$ cat config.mk
export PLATFORM = sky130hd
export DESIGN_NAME = spi_io_tuner
export DESIGN_NICKNAME = d
export VERILOG_FILES = /design/src/rtl/spi_iotune_pkg.sv /design/src/rtl/iotune_dly_line.sv /design/src/rtl/iotune_rx_sel.sv /design/src/rtl/spi_io_tuner.sv
export SDC_FILE = /design/constraint.sdc
export NUM_CORES = 1
export LEC_CHECK = 0
export BUFFER_PORTS_ARGS = -buffer_cell sky130_fd_sc_hd__buf_2
export CORE_MARGIN = 4
export CORE_UTILIZATION = 49
export CTS_CLUSTER_DIAMETER = 60
export CTS_CLUSTER_SIZE = 8
export DETAILED_ROUTE_END_ITERATION = 7
export HOLD_SLACK_MARGIN = 0.15
export PLACE_DENSITY = 0.74
export SYNTH_ARGS = -nofsm -noshare
export SYNTH_HDL_FRONTEND = slang
export SYNTH_HIERARCHICAL = 1
export SYNTH_SLANG_ARGS = --single-unit
export TNS_END_PERCENT = 30
$ cat constraint.sdc
create_clock -name clk -period 2.8 [get_ports clk]
set_input_delay 0.14 -clock clk [delete_from_list [all_inputs] [get_ports clk]]
set_output_delay 0.14 -clock clk [all_outputs]
set_load 0.01 [all_outputs]
$ cat src/rtl/spi_iotune_pkg.sv
package spi_iotune_pkg;

  localparam int unsigned TUNE_W    = 2;
  localparam int unsigned TAP_DEPTH = (1 << TUNE_W) - 1;

  // ratio breakpoints for the automatic input delay
  localparam int unsigned IN3_MIN_DIV = 16;
  localparam int unsigned IN2_MIN_DIV = 8;
  localparam int unsigned IN1_MIN_DIV = 6;

  // serial-rate breakpoints (MHz) for the automatic capture point
  localparam int unsigned LATE_MHZ    = 100;
  localparam int unsigned NOMINAL_MHZ = 80;
  localparam int unsigned AHEAD1_MHZ  = 40;

  // code equals the delay in cycles from pre_stb to the capture strobe
  typedef enum logic [TUNE_W-1:0] {
    CAP_AHEAD2  = 2'd0,
    CAP_AHEAD1  = 2'd1,
    CAP_NOMINAL = 2'd2,
    CAP_LATE1   = 2'd3
  } cap_pt_e;

  typedef struct packed {
    logic [TUNE_W-1:0] in_dly;
    cap_pt_e           cap;
  } rx_tune_t;

  // largest ratio that still reaches the given serial rate
  function automatic int unsigned rate_div_max(input int unsigned core_mhz,
                                               input int unsigned rate_mhz);
    return core_mhz / rate_mhz;
  endfunction

  function automatic rx_tune_t auto_tune(input int unsigned div,
                                         input int unsigned core_mhz);
    rx_tune_t t;
    t.in_dly = '0;
    t.cap    = CAP_AHEAD2;
    if (div <= rate_div_max(core_mhz, LATE_MHZ))         t.cap = CAP_LATE1;
    else if (div <= rate_div_max(core_mhz, NOMINAL_MHZ)) t.cap = CAP_NOMINAL;
    else if (div <= rate_div_max(core_mhz, AHEAD1_MHZ))  t.cap = CAP_AHEAD1;
    else if (div >= IN3_MIN_DIV)                         t.in_dly = 2'd3;
    else if (div >= IN2_MIN_DIV)                         t.in_dly = 2'd2;
    else if (div >= IN1_MIN_DIV)                         t.in_dly = 2'd1;
    return t;
  endfunction

  // keep capture offset plus input delay inside one bit period
  function automatic rx_tune_t clamp_tune(input rx_tune_t raw,
                                          input int unsigned div);
    int unsigned room;
    int unsigned cap_n;
    int unsigned in_n;
    rx_tune_t    t;
    room  = (div == 0) ? 0 : div - 1;
    cap_n = 32'(raw.cap);
    if (cap_n > room) cap_n = room;
    in_n = 32'(raw.in_dly);
    if (in_n > room - cap_n) in_n = room - cap_n;
    t.cap    = cap_pt_e'(cap_n[TUNE_W-1:0]);
    t.in_dly = in_n[TUNE_W-1:0];
    return t;
  endfunction

endpackage

$ cat src/rtl/iotune_dly_line.sv
module iotune_dly_line #(
  parameter int unsigned DEPTH = 3,
  parameter int unsigned SEL_W = 2
) (
  input  logic             clk,
  input  logic             rst_n,
  input  logic             flush,
  input  logic             d,
  input  logic [SEL_W-1:0] sel,
  output logic             q
);

  logic [DEPTH-1:0] tap;

  for (genvar i = 0; i < DEPTH; i++) begin : g_tap
    if (i == 0) begin : g_head
      always_ff @(posedge clk or negedge rst_n) begin
        if (!rst_n)     tap[i] <= 1'b0;
        else if (flush) tap[i] <= 1'b0;
        else            tap[i] <= d;
      end
    end else begin : g_body
      always_ff @(posedge clk or negedge rst_n) begin
        if (!rst_n)     tap[i] <= 1'b0;
        else if (flush) tap[i] <= 1'b0;
        else            tap[i] <= tap[i-1];
      end
    end
  end

  always_comb begin
    q = d;
    for (int j = 1; j <= int'(DEPTH); j++) begin
      if (int'(sel) == j) q = tap[j-1];
    end
  end

endmodule

$ cat src/rtl/iotune_rx_sel.sv
module iotune_rx_sel
  import spi_iotune_pkg::*;
#(
  parameter int unsigned DIV_W    = 8,
  parameter int unsigned CORE_MHZ = 250
) (
  input  logic              cfg_auto,
  input  logic [TUNE_W-1:0] cfg_in_dly,
  input  logic [TUNE_W-1:0] cfg_cap_sel,
  input  logic [DIV_W-1:0]  div_ratio,
  output rx_tune_t          rx_eff
);

  rx_tune_t manual_tune;
  rx_tune_t raw_tune;

  always_comb begin
    manual_tune.in_dly = cfg_in_dly;
    manual_tune.cap    = cap_pt_e'(cfg_cap_sel);
    raw_tune = cfg_auto ? auto_tune(32'(div_ratio), CORE_MHZ) : manual_tune;
    rx_eff   = clamp_tune(raw_tune, 32'(div_ratio));
  end

endmodule

$ cat src/rtl/spi_io_tuner.sv
module spi_io_tuner
  import spi_iotune_pkg::*;
#(
  parameter int unsigned DIV_W    = 8,
  parameter int unsigned CORE_MHZ = 250
) (
  input  logic              clk,
  input  logic              rst_n,
  input  logic              burst_start,
  input  logic              cfg_auto,
  input  logic [TUNE_W-1:0] cfg_out_dly,
  input  logic [TUNE_W-1:0] cfg_in_dly,
  input  logic [TUNE_W-1:0] cfg_cap_sel,
  input  logic [DIV_W-1:0]  div_ratio,
  input  logic              mosi_int,
  input  logic              pre_stb,
  input  logic              miso_pin,
  output logic              mosi_pin,
  output logic              cap_stb,
  output logic              miso_bit,
  output logic              miso_bit_vld
);

  rx_tune_t          rx_eff;
  logic [TUNE_W-1:0] in_dly_eff;
  logic [TUNE_W-1:0] cap_eff;
  logic              miso_dly;

  iotune_rx_sel #(.DIV_W(DIV_W), .CORE_MHZ(CORE_MHZ)) sel_i (
    .cfg_auto    (cfg_auto),
    .cfg_in_dly  (cfg_in_dly),
    .cfg_cap_sel (cfg_cap_sel),
    .div_ratio   (div_ratio),
    .rx_eff      (rx_eff)
  );

  assign in_dly_eff = rx_eff.in_dly;
  assign cap_eff    = rx_eff.cap;

  iotune_dly_line #(.DEPTH(TAP_DEPTH), .SEL_W(TUNE_W)) tx_line_i (
    .clk (clk), .rst_n (rst_n), .flush (burst_start),
    .d (mosi_int), .sel (cfg_out_dly), .q (mosi_pin)
  );

  iotune_dly_line #(.DEPTH(TAP_DEPTH), .SEL_W(TUNE_W)) rx_line_i (
    .clk (clk), .rst_n (rst_n), .flush (burst_start),
    .d (miso_pin), .sel (in_dly_eff), .q (miso_dly)
  );

  iotune_dly_line #(.DEPTH(TAP_DEPTH), .SEL_W(TUNE_W)) stb_line_i (
    .clk (clk), .rst_n (rst_n), .flush (burst_start),
    .d (pre_stb), .sel (cap_eff), .q (cap_stb)
  );

  always_ff @(posedge clk or negedge rst_n) begin
    if (!rst_n) begin
      miso_bit     <= 1'b0;
      miso_bit_vld <= 1'b0;
    end else begin
      miso_bit_vld <= cap_stb;
      if (cap_stb) miso_bit <= miso_dly;
    end
  end

endmodule

==> metrics.yaml, run 1 <==
status: "complete, but fails checks"
violations: "negative setup slack"
worstSetupStartpointType: "primary input"
cts_tree: "done"
synth_edf_count: 0
async_reset_ff_share_pct: 100
ys_top_cells_by_area: "dfrtp_1 22%, ha_1 16%, nor2b_1 5.5%"
routed_wirelength_mm: 4.67
p_switching_w: 0.000205
cts_buffers: 3
core_area_um2: 2450
ys_ff_latch: 11
grt_max_degree: 12
critical_path_class: "in2reg"
dr.pass1.iters: 4
synth_top_area_cell: "dfrtp_1"
met2_usage_pct: 47.7
postSynthAreaPerCell_um2: 9.04
ff2ff_path_depth: 2
port-buffer-count: 24
fin_skew_ns: 0.0131
start_util_pct: 50.8
layout_min_cycle_time_ns: 5.23
antenna_found_initial: 0
syn_to_final_growth_pct: 62.9
cellLeakagePower_nw: 0.914
netlist_instances: 138
grt_pass1_wl_mm: 6.81
drv_cap: 0
drt_iter0_drc: 93
r2r_setup_slack_ns: 1.44
dpl.cell_count: 229
diodes: 0
hold_viol: 0
critical_path_arrival_ns: 5.38
seq_power_share_pct: 30.3
r2r_start: "stb_line_i/tap[0]"
synth_flop_cell: "dfrtp_1"
ys_types: 43
p_int_w: 0.000362
ir_drop_v: 0.000383
hpwlAfterDp_mm: 2.61
path_clk_slew_ns: 0.09
grt_util_met3_pct: 5.48
drc: 0
yosysTopAreaCellShare_pct: 22.1
row_count: 18
nets: 257
cts_buffer_depth: 2
cts-htree-levels: 1
rsz0062_at_grt: "true"
globalplace.congestion: 0.773
die_w_um: 58.5
gr-usage-all-layers_pct: 26.3
setup_violations: 2
die_y_um: 58.5
final_antenna_net_count: 0
clkPwrFrac_pct: 20.6
path_max_fanout: 6
wire_per_inst_um: 18.8
final_cells: 248
cts_sinks: 11
pwr_density_cell_nw_per_um2: 279
synth_area_um2: 1250
r2r-end: "miso_bit"
min-delay-path-class: "in2async"
clkLatencyLatePin_ns: 0.28
swShare_pct: 36.1
busiest_layer: "met2"
combinationalPowerShare_pct: 49.0
vias_per_cell: 5.98
ys.warnings.count: 6
grt_pass1_vias: 1445
startpoint: "div_ratio[6]"
num_vias: 1482
use_met1_pct: 31.8
cp-end-kind: "flop"
overflow: 0
die_area_um2: 3420
power.total_w: 0.000567
worstPathRequired_ns: 2.96
fin_ws_ns: -2.43
fin_crit_sh_pct: 187
ios: 25
drive_above_1_share_pct: 48.2
cts-root-buf: "clkbuf_4"
yosysSeqAreaShare_pct: 22.1
slew_violations: 0
fmaxAchievable_mhz: 191
## synth_stat cells, drive strengths merged (2+ instances only)
| cell type | number |
|---|---|
| nor2 | 6 |
| nand2 | 8 |
| nor3 | 4 |
| or2 | 5 |
| or4 | 3 |
| a21oi | 5 |
| buf | 2 |
| clkbuf | 3 |
| a211o | 2 |
| nor2b | 11 |
| mux2 | 3 |
| dfrtp | 11 |
| o211ai | 2 |
| nor4b | 2 |
| inv | 11 |
| nand3 | 3 |
| mux4 | 3 |
| a31oi | 4 |
| o21ai | 5 |
| nand4 | 6 |
| mux2i | 6 |
| ha | 16 |
## layout by cell type (no fill, tap or decap), types with 2 or more instances in the layout
cell,n
a21oi_1,3
a21oi_2,2
a31oi_1,2
buf_2,21
buf_4,42
buf_6,3
clkbuf_4,3
conb_1,8
dfrtp_1,11
dlygate4sd3_1,7
ha_1,12
ha_2,2
ha_4,2
inv_1,8
inv_2,2
mux2_4,2
mux2i_1,3
mux2i_2,2
mux4_2,3
nand2_1,6
nand2_2,2
nand3_1,2
nand4_1,6
nor2_1,6
nor2b_1,10
nor3_1,2
nor3_4,2
nor4b_2,2
o211ai_1,2
o21ai_0,3
o21ai_1,2
or2_1,5
or4_4,3
## timing repair
action,in CTS,in global routing
hold buffers,7,0
endpoints found under the hold margin,20,0
pin swaps,13,11
cloned,0,0
buffers inserted,4,4
setup endpoints to repair,2,2
gates resized for setup,11,17
## critical path, stage by stage
cell       delay, ns
buf_8           0.10
nor4_4          0.26
buf_4           0.19
buf_4           0.15
nor2_1          0.07
o2bb2ai_2       0.22
nand3_2         0.15
a211o_4         0.38
mux2i_4         0.20
ha_2            0.19
inv_2           0.08
fa_2            0.24
or2_1           0.13
ha_1            0.23
or4_4           0.52
or4_4           0.53
a221o_1         0.31
nor3_4          0.21
mux2i_2         0.27
mux4_2          0.54
mux2_4          0.27
## power by group through the flow
stage                     sequential, W  combinational, W  clock [W]
after floorplan                0.000174          0.000120          0
after global placement         0.000173          0.000200          0
after detailed placement       0.000173          0.000211          0
after CTS                      0.000170          0.000243   0.000112
after global routing           0.000173          0.000297   0.000128
final                          0.000172          0.000278   0.000117
## state kept, by name (all words and copies together) (netlist names)
register / count
rx_line_i/tap: 3
miso_bit: 1
tx_line_i/tap: 3
stb_line_i/tap: 3
miso_bit_vld: 1
## logic make-up after synthesis
kind of cell    count (synthesis)  share of synthesized area (%)
compound gates                 26                           15.4
xor+xnor                        2                           1.40
fa+ha+maj                      17                           17.7
buf+inv                        16                           5.02
flops                          11                           22.1
mux                            12                           13.2
other cells                     1                          0.301
simple gates                   53                           24.9
## through the flow
| step | util [%] | hold WS, ns | instance area, µm² | TNS, ns | setup slack [ns] |
|---|---|---|---|---|---|
| 2_1_floorplan | - | -0.156 | 1360 | -2.34 | -2.34 |
| 3_3_place_gp | 70.4 | 0.00448 | 1730 | -2.55 | -2.55 |
| 3_5_place_dp | 70.4 | 0.0188 | 1730 | -2.72 | -2.64 |
| 4_1_cts | 78.3 | 0.267 | 1920 | -2.33 | -2.26 |
| 5_1_grt | 82.8 | 0.277 | 2030 | -2.90 | -2.60 |
| 6_report | 82.8 | 0.257 | 2030 | -2.61 | -2.43 |
## area by class of cell
type	count	area, µm²
multi-input combinational	118	1110
timing repair buffer	74	539
fill	134	423
sequential	11	275
inverter	11	43.8
tap	30	37.5
clock buffer	4	26.3
## routing by layer
layer,vias to the layer above,part of all wire (%)
met5,-,0
met4,0,4.3
met3,23,6.0
met2,83,50
met1,710,39
li1,666,-
## how the worst max path moves through the flow
stage	slack, ns	to	cells past startpoint
3_3_place_gp	-2.55	miso_bit	24
2_1_floorplan	-2.34	miso_bit	23
6_report	-2.43	miso_bit	21
4_1_cts	-2.26	miso_bit	21
5_1_grt	-2.60	miso_bit	21
3_5_place_dp	-2.64	miso_bit	24
No activity file was read; power rests on OpenSTA's default activity.
==> run 2, diff against run 1 <==
--- a/config.mk
+++ b/config.mk
@@ -12,6 +12,7 @@
 export CTS_CLUSTER_SIZE = 8
 export DETAILED_ROUTE_END_ITERATION = 7
 export HOLD_SLACK_MARGIN = 0.15
+export MAX_ROUTING_LAYER = met4
 export PLACE_DENSITY = 0.74
 export SYNTH_ARGS = -nofsm -noshare
 export SYNTH_HDL_FRONTEND = slang
==> metrics.yaml, run 2 (synthesis gave the netlist of run 1 again) <==
status: "complete, but fails checks"  # unchanged
violations: "negative setup slack"  # unchanged
cp_slowest_cell: "mux4_2"  # unchanged
fin_tns_setup_ns: -2.58  # was -2.61 ns
path_clk_slew_ns: 0.08  # was 0.09 ns
finalInstanceArea_um2: 2030  # unchanged
slew_violations: 0  # unchanged
grt_max_degree: 12  # unchanged
drt_iter0_drc: 86  # was 93
utilization_pct: 82.8  # unchanged
cp-end-kind: "flop"  # unchanged
dpl.cell_count: 229  # unchanged
fin_ws_ns: -2.41  # was -2.43 ns
critical_path_arrival_ns: 5.37  # was 5.38 ns
grt_pass1_wl_mm: 6.80  # was 6.81 mm
hpwlAfterDp_mm: 2.61  # unchanged
power.total_w: 0.000565  # was 0.000567 W
setup_violations: 2  # unchanged
p_switching_w: 0.000203  # was 0.000205 W
placed_area_um2: 1730  # unchanged
final_antenna_net_count: 0  # unchanged
fin_skew_ns: 0.00927  # was 0.0131 ns
start_util_pct: 50.8  # unchanged
core_area_um2: 2450  # unchanged
vias_per_cell: 5.90  # was 5.98
hold_viol: 0  # unchanged
drv_cap: 0  # unchanged
port-buffer-count: 24  # unchanged
worstPathRequired_ns: 2.96  # about the same
nets: 257  # unchanged
wire_per_inst_um: 18.7  # was 18.8 µm
grt_pass1_vias: 1441  # was 1445
drive_above_1_share_pct: 48.2  # unchanged
die_area_um2: 3420  # unchanged
p_int_w: 0.000362  # about the same
rsz0062_at_grt: "true"  # unchanged
gr-usage-all-layers_pct: 27.1  # was 26.3%
pwr_density_cell_nw_per_um2: 278  # was 279 nW/µm²
seq_power_share_pct: 30.4  # was 30.3%
cellLeakagePower_nw: 0.914  # unchanged
worstSetupStartpointType: "primary input"  # unchanged
reg_top3: "rx_line_i/tap x3, stb_line_i/tap x3, tx_line_i/tap x3"  # unchanged
drc: 0  # unchanged
routed_wirelength_mm: 4.64  # was 4.67 mm
critical_path_class: "in2reg"  # unchanged
cts_buffer_depth: 2  # unchanged
syn_to_final_growth_pct: 62.9  # unchanged
num_vias: 1463  # was 1482
layout_min_cycle_time_ns: 5.21  # was 5.23 ns
die_y_um: 58.5  # unchanged
combinationalPowerShare_pct: 49.1  # was 49.0%
clkLatencyLatePin_ns: 0.28  # about the same
path_common_cell: "or4_4"
swShare_pct: 35.9  # was 36.1%
final_common_cell: "buf_4"  # unchanged
antenna_found_initial: 0  # unchanged
cts-root-buf: "clkbuf_4"  # unchanged
fmaxAchievable_mhz: 192  # was 191 MHz
ios: 25  # unchanged
cts_tree: "done"  # unchanged
row_count: 18  # unchanged
min-delay-path-class: "in2async"  # unchanged
die_w_um: 58.5  # unchanged
diodes: 0  # unchanged
cts_buffers: 3  # unchanged
dr.pass1.iters: 4  # unchanged
final_cells: 248  # unchanged
slowest_delay_ns: 0.54  # about the same
cts_sinks: 11  # unchanged
ir_drop_v: 0.000376  # was 0.000383 V
path_cells: "buf_2 -> inv_1 -> ha_4 -> o21bai_1 -> a211o_1 -> o211ai_1 -> nand3_2 -> a211o_4 -> mux2i_4 -> ha_2 -> inv_2 -> fa_2 -> or2_1 -> ha_1 -> or4_4 -> or4_4 -> a221o_1 -> nor3_4 -> mux2i_2 -> mux4_2 -> mux2_4"  # was buf_8 -> nor4_4 -> buf_4 -> buf_4 -> nor2_1 -> o2bb2ai_2 -> nand3_2 -> a211o_4 -> mux2i_4 -> ha_2 -> inv_2 -> fa_2 -> or2_1 -> ha_1 -> or4_4 -> or4_4 -> a221o_1 -> nor3_4 -> mux2i_2 -> mux4_2 -> mux2_4
cts-htree-levels: 1  # unchanged
clkPwrFrac_pct: 20.5  # was 20.6%
fin_crit_sh_pct: 186  # was 187%
layout.cells.most_common_list: "42 x buf_4, 21 x buf_2, 12 x ha_1"  # unchanged
overflow: 0  # unchanged
path_max_fanout: 5  # was 6
globalplace.congestion: 0.784  # was 0.773
run 2: per-stage QoR:
| step | setup WS [ns] | hold slack, ns |
|---|---|---|
| 2_1_floorplan | -2.34 | -0.156 |
| 3_3_place_gp | -2.55 | 0.00448 |
| 3_5_place_dp | -2.64 | 0.0188 |
| 4_1_cts | -2.26 | 0.267 |
| 5_1_grt | -2.60 | 0.280 |
| 6_report | -2.41 | 0.262 |
run 2: what timing repair did:
item | in CTS | in global routing
hold endpoints to repair | 20 | 0
hold buffers | 7 | 0
pin swaps | 13 | 11
setup endpoints to repair | 2 | 2
setup buffers | 4 | 4
gates resized for setup | 11 | 17
run 2: metal layers:
| metal | GRT usage, % | routed length [µm] | vias up |
|---|---|---|---|
| met5 | - | 0 | - |
| met2 | 47.7 | 2380 | 91 |
| met3 | 5.48 | 319 | 20 |
| li1 | - | - | 667 |
| met1 | 31.8 | 1760 | 685 |
| met4 | 5.63 | 187 | 0 |
run 2: worst max-delay path, delay by kind of cell:
family / cells / cell delay, ns
multiplexers: 4 / 1.28
AND/OR/NAND/NOR: 5 / 1.56
adder cells (fa/ha/maj): 4 / 0.83
buffers and inverters: 3 / 0.24
AO/OA/AOI/OAI: 5 / 1.30
run 2: power by group through the flow:
| stage | Clock (W) | Sequential (W) | Combinational (W) |
|---|---|---|---|
| final | 0.000116 | 0.000172 | 0.000277 |
| after global routing | 0.000128 | 0.000173 | 0.000297 |
| after CTS | 0.000112 | 0.000170 | 0.000243 |
| after detailed placement | 0 | 0.000173 | 0.000211 |
| after global placement | 0 | 0.000173 | 0.000200 |
| after floorplan | 0 | 0.000174 | 0.000120 |
run 2: path summary, 6_finish.rpt:
path                                    from                 to  slack [ns]  cells after the start
max                             div_ratio[1]           miso_bit       -2.41                     21
min                                    rst_n       miso_bit_vld        0.26                      2
max reg2reg                stb_line_i/tap[0]           miso_bit        1.45                      2
min reg2reg                stb_line_i/tap[1]  stb_line_i/tap[2]        0.50                      1
max in group asynchronous              rst_n   rx_line_i/tap[0]        2.33                      2
min in group clk           stb_line_i/tap[1]  stb_line_i/tap[2]        0.50                      1
run 2: area by class of cell:
class	count	area, µm²
Inverter	11	43.8
Timing Repair Buffer	74	539
Clock buffer	4	26.3
Tap cell	30	37.5
Fill cell	134	423
Multi-Input combinational cell	118	1110
Sequential cell	11	275
